### config.mk
export PLATFORM = sky130hd
export DESIGN_NAME = evt_irq_aggregator
export DESIGN_NICKNAME = d
export VERILOG_FILES = /design/src/rtl/eia_pkg.sv /design/src/rtl/eia_onehot.sv /design/src/rtl/eia_pending.sv /design/src/rtl/eia_mask_bank.sv /design/src/rtl/evt_irq_aggregator.sv
export SDC_FILE = /design/constraint.sdc
export NUM_CORES = 1
export LEC_CHECK = 0
export CELL_PAD_IN_SITES_DETAIL_PLACEMENT = 1
export CELL_PAD_IN_SITES_GLOBAL_PLACEMENT = 1
export CORE_MARGIN = 4
export CORE_UTILIZATION = 43
export CTS_CLUSTER_DIAMETER = 30
export DETAILED_ROUTE_END_ITERATION = 16
export DONT_BUFFER_PORTS = 1
export PLACE_DENSITY_LB_ADDON = 0.15
export SETUP_SLACK_MARGIN = 0.5
export SYNTH_ARGS = -nofsm -noshare
export SYNTH_HDL_FRONTEND = slang
export SYNTH_SLANG_ARGS = --single-unit
### constraint.sdc
create_clock -name clk -period 3.6 [get_ports clk]
set_clock_uncertainty 0.2 [all_clocks]
set_input_delay 0.72 -clock clk [delete_from_list [all_inputs] [get_ports clk]]
set_output_delay 0.72 -clock clk [all_outputs]
set_load 0.01 [all_outputs]
### src/rtl/eia_pkg.sv
package eia_pkg;
  parameter int EIA_WORD_W    = 32;
  parameter int EIA_NUM_WORDS = 3;
  parameter int EIA_NUM_OUT   = 3;
  localparam int EIA_BSEL_W   = $clog2(EIA_WORD_W);
  localparam int EIA_WSEL_W   = $clog2(EIA_NUM_WORDS + 1);
  localparam int EIA_NUM_W    = EIA_WSEL_W + EIA_BSEL_W;
  localparam int EIA_GSEL_W   = $clog2(EIA_NUM_OUT + 1);
  localparam int EIA_ADDR_W   = EIA_GSEL_W + EIA_WSEL_W;
endpackage

### src/rtl/eia_onehot.sv
module eia_onehot #(
  parameter int WORD_W    = eia_pkg::EIA_WORD_W,
  parameter int NUM_WORDS = eia_pkg::EIA_NUM_WORDS,
  parameter int NUM_W     = eia_pkg::EIA_NUM_W
) (
  input  logic                        valid,
  input  logic [NUM_W-1:0]            num,
  output logic [NUM_WORDS*WORD_W-1:0] vec
);
  localparam int BSEL_W = $clog2(WORD_W);
  localparam int WSEL_W = NUM_W - BSEL_W;

  for (genvar w = 0; w < NUM_WORDS; w++) begin : g_word
    for (genvar b = 0; b < WORD_W; b++) begin : g_bit
      assign vec[w*WORD_W + b] = valid
                                 && (num[NUM_W-1:BSEL_W] == WSEL_W'(w))
                                 && (num[BSEL_W-1:0] == BSEL_W'(b));
    end
  end
endmodule

### src/rtl/eia_pending.sv
module eia_pending #(
  parameter int WORD_W    = eia_pkg::EIA_WORD_W,
  parameter int NUM_WORDS = eia_pkg::EIA_NUM_WORDS
) (
  input  logic                        clk,
  input  logic                        rst,
  input  logic [NUM_WORDS*WORD_W-1:0] set_flat,
  input  logic [NUM_WORDS*WORD_W-1:0] hclr_flat,
  input  logic [NUM_WORDS-1:0]        sw_wr,
  input  logic [WORD_W-1:0]           sw_data,
  output logic [NUM_WORDS*WORD_W-1:0] pend_flat
);
  localparam int SUM2 = WORD_W - 1;   // summary of word 2
  localparam int SUM1 = WORD_W - 2;   // summary of word 1

  logic [NUM_WORDS-1:0][WORD_W-1:0] set_w, hclr_w, swclr_w, nxt_w, pend_q;
  logic drop1, drop2;

  assign set_w     = set_flat;
  assign hclr_w    = hclr_flat;
  assign pend_flat = pend_q;

  always_comb begin
    for (int w = 0; w < NUM_WORDS; w++) begin
      swclr_w[w] = sw_wr[w] ? sw_data : '0;
    end
    swclr_w[0][SUM2] = 1'b0;          // summary bits are protected
    swclr_w[0][SUM1] = 1'b0;
    swclr_w[1]       = '0;            // word 1 is read-only for software
    for (int w = 0; w < NUM_WORDS; w++) begin
      nxt_w[w] = (pend_q[w] & ~swclr_w[w] & ~hclr_w[w]) | set_w[w];
    end
    drop1 = (|hclr_w[1]) && !(|nxt_w[1]);
    drop2 = ((|hclr_w[2]) || sw_wr[2]) && !(|nxt_w[2]);
    nxt_w[0][SUM1] = (pend_q[0][SUM1] & ~hclr_w[0][SUM1] & ~drop1)
                     | set_w[0][SUM1] | (|set_w[1]);
    nxt_w[0][SUM2] = (pend_q[0][SUM2] & ~hclr_w[0][SUM2] & ~drop2)
                     | set_w[0][SUM2] | (|set_w[2]);
  end

  always_ff @(posedge clk) begin
    if (rst) pend_q <= '0;
    else     pend_q <= nxt_w;
  end

  AST_EVT_LATCHED: assert property (@(posedge clk) disable iff (rst)
    (|set_flat) |=> ((pend_flat & $past(set_flat)) == $past(set_flat)));
  AST_CASC_W1: assert property (@(posedge clk) disable iff (rst)
    (|set_w[1]) |=> pend_q[0][SUM1]);
  AST_CASC_W2: assert property (@(posedge clk) disable iff (rst)
    (|set_w[2]) |=> pend_q[0][SUM2]);
  AST_SUM_PROTECT: assert property (@(posedge clk) disable iff (rst)
    (sw_wr[0] && !(|hclr_w[2]) && !hclr_w[0][SUM2] && pend_q[0][SUM2])
    |=> pend_q[0][SUM2]);
  AST_W1_LOCKED: assert property (@(posedge clk) disable iff (rst)
    (sw_wr[1] && !(|hclr_w[1]) && !(|set_w[1])) |=> $stable(pend_q[1]));
endmodule

### src/rtl/eia_mask_bank.sv
module eia_mask_bank #(
  parameter int WORD_W    = eia_pkg::EIA_WORD_W,
  parameter int NUM_WORDS = eia_pkg::EIA_NUM_WORDS,
  parameter int WSEL_W    = eia_pkg::EIA_WSEL_W
) (
  input  logic                        clk,
  input  logic                        rst,
  input  logic                        wr_en,
  input  logic [WSEL_W-1:0]           widx,
  input  logic [WORD_W-1:0]           wdata,
  output logic [NUM_WORDS*WORD_W-1:0] mask_flat
);
  logic [NUM_WORDS-1:0][WORD_W-1:0] mask_q;
  assign mask_flat = mask_q;

  for (genvar w = 0; w < NUM_WORDS; w++) begin : g_mw
    always_ff @(posedge clk) begin
      if (rst)                                     mask_q[w] <= '0;
      else if (wr_en && (widx == WSEL_W'(w)))      mask_q[w] <= wdata;
    end
  end
endmodule

### src/rtl/evt_irq_aggregator.sv
module evt_irq_aggregator #(
  parameter int WORD_W    = eia_pkg::EIA_WORD_W,
  parameter int NUM_WORDS = eia_pkg::EIA_NUM_WORDS,
  parameter int NUM_OUT   = eia_pkg::EIA_NUM_OUT,
  parameter int NUM_W     = eia_pkg::EIA_NUM_W,
  parameter int WSEL_W    = eia_pkg::EIA_WSEL_W,
  parameter int GSEL_W    = eia_pkg::EIA_GSEL_W,
  parameter int ADDR_W    = eia_pkg::EIA_ADDR_W
) (
  input  logic              clk,
  input  logic              rst,
  input  logic              evt_valid,
  input  logic [NUM_W-1:0]  evt_num,
  input  logic              clr_valid,
  input  logic [NUM_W-1:0]  clr_num,
  input  logic              reg_wr,
  input  logic [ADDR_W-1:0] reg_addr,
  input  logic [WORD_W-1:0] reg_wdata,
  output logic [WORD_W-1:0] reg_rdata,
  output logic              irq_a,
  output logic              irq_b,
  output logic              irq_c
);
  localparam int FLAT_W = NUM_WORDS * WORD_W;

  logic [FLAT_W-1:0]                set_flat, hclr_flat, pend_flat;
  logic [NUM_OUT-1:0][FLAT_W-1:0]   mask_flat;
  logic [NUM_WORDS-1:0][WORD_W-1:0] pend_w;
  logic [NUM_OUT-1:0][NUM_WORDS-1:0][WORD_W-1:0] mask_w;
  logic [NUM_OUT-1:0]               irq_vec;
  logic [NUM_WORDS-1:0]             pend_wr;
  logic [GSEL_W-1:0]                gsel;
  logic [WSEL_W-1:0]                widx;
  logic                             word_ok;
  logic [WORD_W-1:0]                rd_sel;

  assign gsel    = reg_addr[ADDR_W-1:WSEL_W];
  assign widx    = reg_addr[WSEL_W-1:0];
  assign word_ok = (widx < WSEL_W'(NUM_WORDS));

  eia_onehot #(.WORD_W(WORD_W), .NUM_WORDS(NUM_WORDS), .NUM_W(NUM_W)) u_set_dec (
    .valid(evt_valid), .num(evt_num), .vec(set_flat));
  eia_onehot #(.WORD_W(WORD_W), .NUM_WORDS(NUM_WORDS), .NUM_W(NUM_W)) u_clr_dec (
    .valid(clr_valid), .num(clr_num), .vec(hclr_flat));

  for (genvar w = 0; w < NUM_WORDS; w++) begin : g_pwr
    assign pend_wr[w] = reg_wr && (gsel == '0) && (widx == WSEL_W'(w));
  end

  eia_pending #(.WORD_W(WORD_W), .NUM_WORDS(NUM_WORDS)) u_pend (
    .clk(clk), .rst(rst), .set_flat(set_flat), .hclr_flat(hclr_flat),
    .sw_wr(pend_wr), .sw_data(reg_wdata), .pend_flat(pend_flat));

  for (genvar o = 0; o < NUM_OUT; o++) begin : g_out
    eia_mask_bank #(.WORD_W(WORD_W), .NUM_WORDS(NUM_WORDS), .WSEL_W(WSEL_W)) u_mask (
      .clk(clk), .rst(rst),
      .wr_en(reg_wr && (gsel == GSEL_W'(o + 1))),
      .widx(widx), .wdata(reg_wdata), .mask_flat(mask_flat[o]));
    assign mask_w[o]  = mask_flat[o];
    assign irq_vec[o] = |(pend_flat & mask_flat[o]);
  end

  assign pend_w = pend_flat;
  assign irq_a  = irq_vec[0];
  assign irq_b  = irq_vec[1];
  assign irq_c  = irq_vec[2];

  always_comb begin
    rd_sel = '0;
    if (word_ok) begin
      if (gsel == '0)                           rd_sel = pend_w[widx];
      else if (gsel <= GSEL_W'(NUM_OUT))        rd_sel = mask_w[gsel - 1'b1][widx];
    end
  end

  always_ff @(posedge clk) begin
    if (rst) reg_rdata <= '0;
    else     reg_rdata <= rd_sel;
  end

  AST_IRQ_QUIET: assert property (@(posedge clk) disable iff (rst)
    (pend_flat == '0) |-> (irq_vec == '0));
  AST_HOLE_READ: assert property (@(posedge clk) disable iff (rst)
    (widx == '1) |=> (reg_rdata == '0));
endmodule

==> results.py <==
metrics = {
    "synthesis": {
        "ys_seq_elements": 416,
        "synth_compound_area_share_pct": 22.2,
        "synth_enable_flop_cells": 0,
        "synthSimpleGateAreaFrac_pct": 22.8,
        "netlist_area_mm2": 0.0201,
        "ys_types": 46,
        "synth_top_family_by_area": "simple AND/OR/NAND/NOR gates",
        "avgSynthCellArea_um2": 7.67,
        "ys_seq_area_share_pct": 41.4,
        "synth_ff_type": "dfxtp_1",
        "netlist_instances": 2624,
        "synthArstFlopShare_pct": 0,
        "yosys_warnings": 0,
        "synth_xor_area_share_pct": 0,
        "muxShareOfSynthArea_pct": 8.30,
        "synth_nets": 2683,
        "yosys.area_share.adder_pct": 0.249,
    },
    "setup_path": {
        "critPathRequiredTime_ns": 2.68,
        "cp-end-kind": "output port",
        "timing.rr.start": "g_out[0].u_mask.mask_flat[28]",
        "crit_start": "g_out[1].u_mask.mask_flat[55]",
        "crit_type": "flip-flop to output port",
        "worstPathMaxFanout": 2,
        "cp.arrival_ns": 2.46,
        "worstSetupStartpointType": "flip-flop",
    },
    "final_layout": {
        "area_growth_pct": 25.8,
        "most-common-layout-cells": "nand2_1 (759), dfxtp_1 (395), a21oi_1 (292)",
        "drive_above_1_share_pct": 15.5,
        "mostFrequentLayoutCell": "nand2_1",
        "layout.nets": 2676,
        "final_area_mm2": 0.0253,
    },
    "placed_design": {
        "globalplace.congestion": 1.05,
        "place_area_mm2": 0.0209,
        "dp_hpwl_um": 89400,
        "port_buffers": 0,
    },
    "clocking": {
        "clk_latency_ns": 0.66,
        "root_buffer": "clkbuf_16",
        "cts_buffers": 106,
        "cts_max_path_buffers": 3,
        "cts.sinks": 416,
        "htree_levels": 3,
        "clk_pin_slew_ns": 0.05,
        "cts_tree": "done",
    },
    "sta": {
        "finalSetupViolCount": 0,
        "rsz0062_at_grt": "yes",
        "tightest_slew_ns": 1.19,
        "layout_min_cycle_time_ns": 3.38,
        "fin_setup_tns_ns": 0,
        "drv_slew": 0,
        "clock.fmax_mhz": 296,
        "hold_viol_final": 0,
        "fin_crit_sh_pct": 94.0,
        "slew_headroom_pct": 20.4,
    },
    "global_routing": {
        "grt_usage_pct": 49.7,
        "grt_pass1_vias": 22900,
        "grt_remaining_overflow": 0,
        "grt_max_degree": 267,
        "grt_pass1_wl_um": 179000,
        "antenna_found_initial": 10,
    },
    "floorplanning": {
        "fp-row-count": 79,
        "ios": 90,
        "core-area_mm2": 0.0465,
        "die_h_um": 224,
        "start_util_pct": 43.3,
        "dieArea_mm2": 0.0504,
        "die_width_um": 224,
    },
    "power_and_ir_drop": {
        "p_per_area_mw_per_mm2": 610,
        "sw_frac_of_total_pct": 23.7,
        "pwr-share-clk_pct": 64.8,
        "power_frac_comb_pct": 4.3,
        "ir_worst_vdd_uv": 563,
        "p_int_mw": 11.8,
        "power_switching_mw": 3.66,
        "p_seq_share_pct": 30.9,
        "total_leakage_power_nw": 8.65,
    },
    "drt": {
        "met1_length_um": 47200,
        "drtIter0Drc": 3976,
        "wl_met2_um": 51400,
        "firstDrtPassIters": 8,
        "wl_met3_um": 17300,
        "wire_per_inst_um": 38.8,
        "finalWirelength_um": 129000,
        "dr_total_vias": 23500,
        "highest_layer": "met5",
        "ant_nets": 0,
        "via_per_inst": 7.08,
        "drcViolationCount": 0,
    },
    "worst_hold_path": {
        "hold_start": "reg_wdata[19]",
        "hold_class": "primary input to flip-flop",
    },
    "status": {
        "status": "completed",
    },
    "run": {
        "maxCapViolCount": 0,
    },
}
==> state kept, by name (all words and copies together), names as in the netlist <==
register,count
u_pend.pend_flat,96
reg_rdata,32
g_out.u_mask.mask_flat,288
==> final cells by class <==
class,instances,area [um^2]
flip-flops and latches,416,8370
clock buffers,133,2930
inverters,24,90.1
fillers,5442,21100
clock inverters,63,823
repair buffers,121,1150
well taps,607,759
diodes,4,10.0
multi-input cells,1948,11200
==> power by group through the flow <==
stage / Clock (mW) / Sequential, mW / Combinational, mW
floorplan: 0 / 4.80 / 0.502
global placement: 0 / 4.85 / 0.552
detailed placement: 0 / 4.85 / 0.560
CTS: 9.98 / 4.77 / 0.629
global route: 10.2 / 4.77 / 0.678
finish: 10.0 / 4.78 / 0.661
==> routing by layer <==
metal	vias to the layer above	global-route usage [%]
met4	12	36.8
li1	9296	-
met3	586	17.2
met5	-	0.664
met1	11600	62.8
met2	1970	69.8
==> cell usage after synthesis (all sizes together), types with 2 or more instances <==
cell    instances  area, um^2
nand2b          7        43.8
nor2b           5        31.3
a31oi           3        18.8
nor3b           4        30.0
nor3            6        30.0
ha              4        50.1
nand3          46         230
a21oi         293        1470
a32oi          29         254
or2             3        18.8
mux4           32         721
nand2         759        2850
a22o            7        61.3
buf            30         158
o21ai          44         220
nor4           11        75.1
o211ai         32         240
and3b           6        52.6
mux2i          95         951
or3             5        31.3
nand3b          8        60.1
inv            24        90.1
and2            2        12.5
nand4          42         263
or3b            6        52.6
clkbuf        206         773
nor2          197         742
a22oi         226        1700
a221oi         38         333
dfxtp         416        8330
and3            9        56.3
o22ai          22         138
==> stage by stage <==
| step | power [mW] | utilization (%) | hold WS [ns] | instances | worst slack [ns] |
|---|---|---|---|---|---|
| after detailed placement | 5.41 | 45.0 | 0.264 | 3088 | 0.442 |
| after global routing | 15.7 | 54.5 | 0.00998 | 3312 | 0.319 |
| after CTS | 15.4 | 54.4 | 0.000172 | 3310 | 0.423 |
| after floorplan | 5.30 | - | 0.246 | 2624 | 0.517 |
| after global placement | 5.40 | 45.0 | 0.257 | 3088 | 0.479 |
| final | 15.4 | 54.5 | 0.00418 | 3316 | 0.216 |
==> cell families (layout without fill, tap and decap cells) <==
kind of cell    after synthesis  count (layout)
mux                         127             127
simple gates               1118            1118
fa+ha+maj                     4               4
buf+inv                     260             341
flops                       416             416
compound gates              699             699
other cells                   0               4
==> worst max-delay path, stage by stage (launching register included) <==
cell	delay [ns]
dfxtp_4	0.36
a22oi_2	0.48
nand4_1	0.46
nor4_2	0.32
nand3_2	0.19
==> timing repair <==
| item | 4_1_cts | 5_1_grt |
|---|---|---|
| resized for setup | 75 | 9 |
| hold buffers | 24 | 0 |
| pin swaps | 30 | 8 |
| setup endpoints to repair | 3 | 3 |
| buffers inserted | 2 | 2 |
| hold endpoints to repair | 153 | 0 |
==> path summary, 6_finish.rpt <==
path                            slack, ns  cells past startpoint                             to
worst min-delay path                0.004                      2  g_out[0].u_mask.mask_flat[19]
worst max-delay path                 0.22                      4                          irq_b
worst min register to register       0.28                      2  g_out[2].u_mask.mask_flat[39]
worst max register to register       1.24                      5                  reg_rdata[28]
No activity file was read; power rests on OpenSTA's default activity.
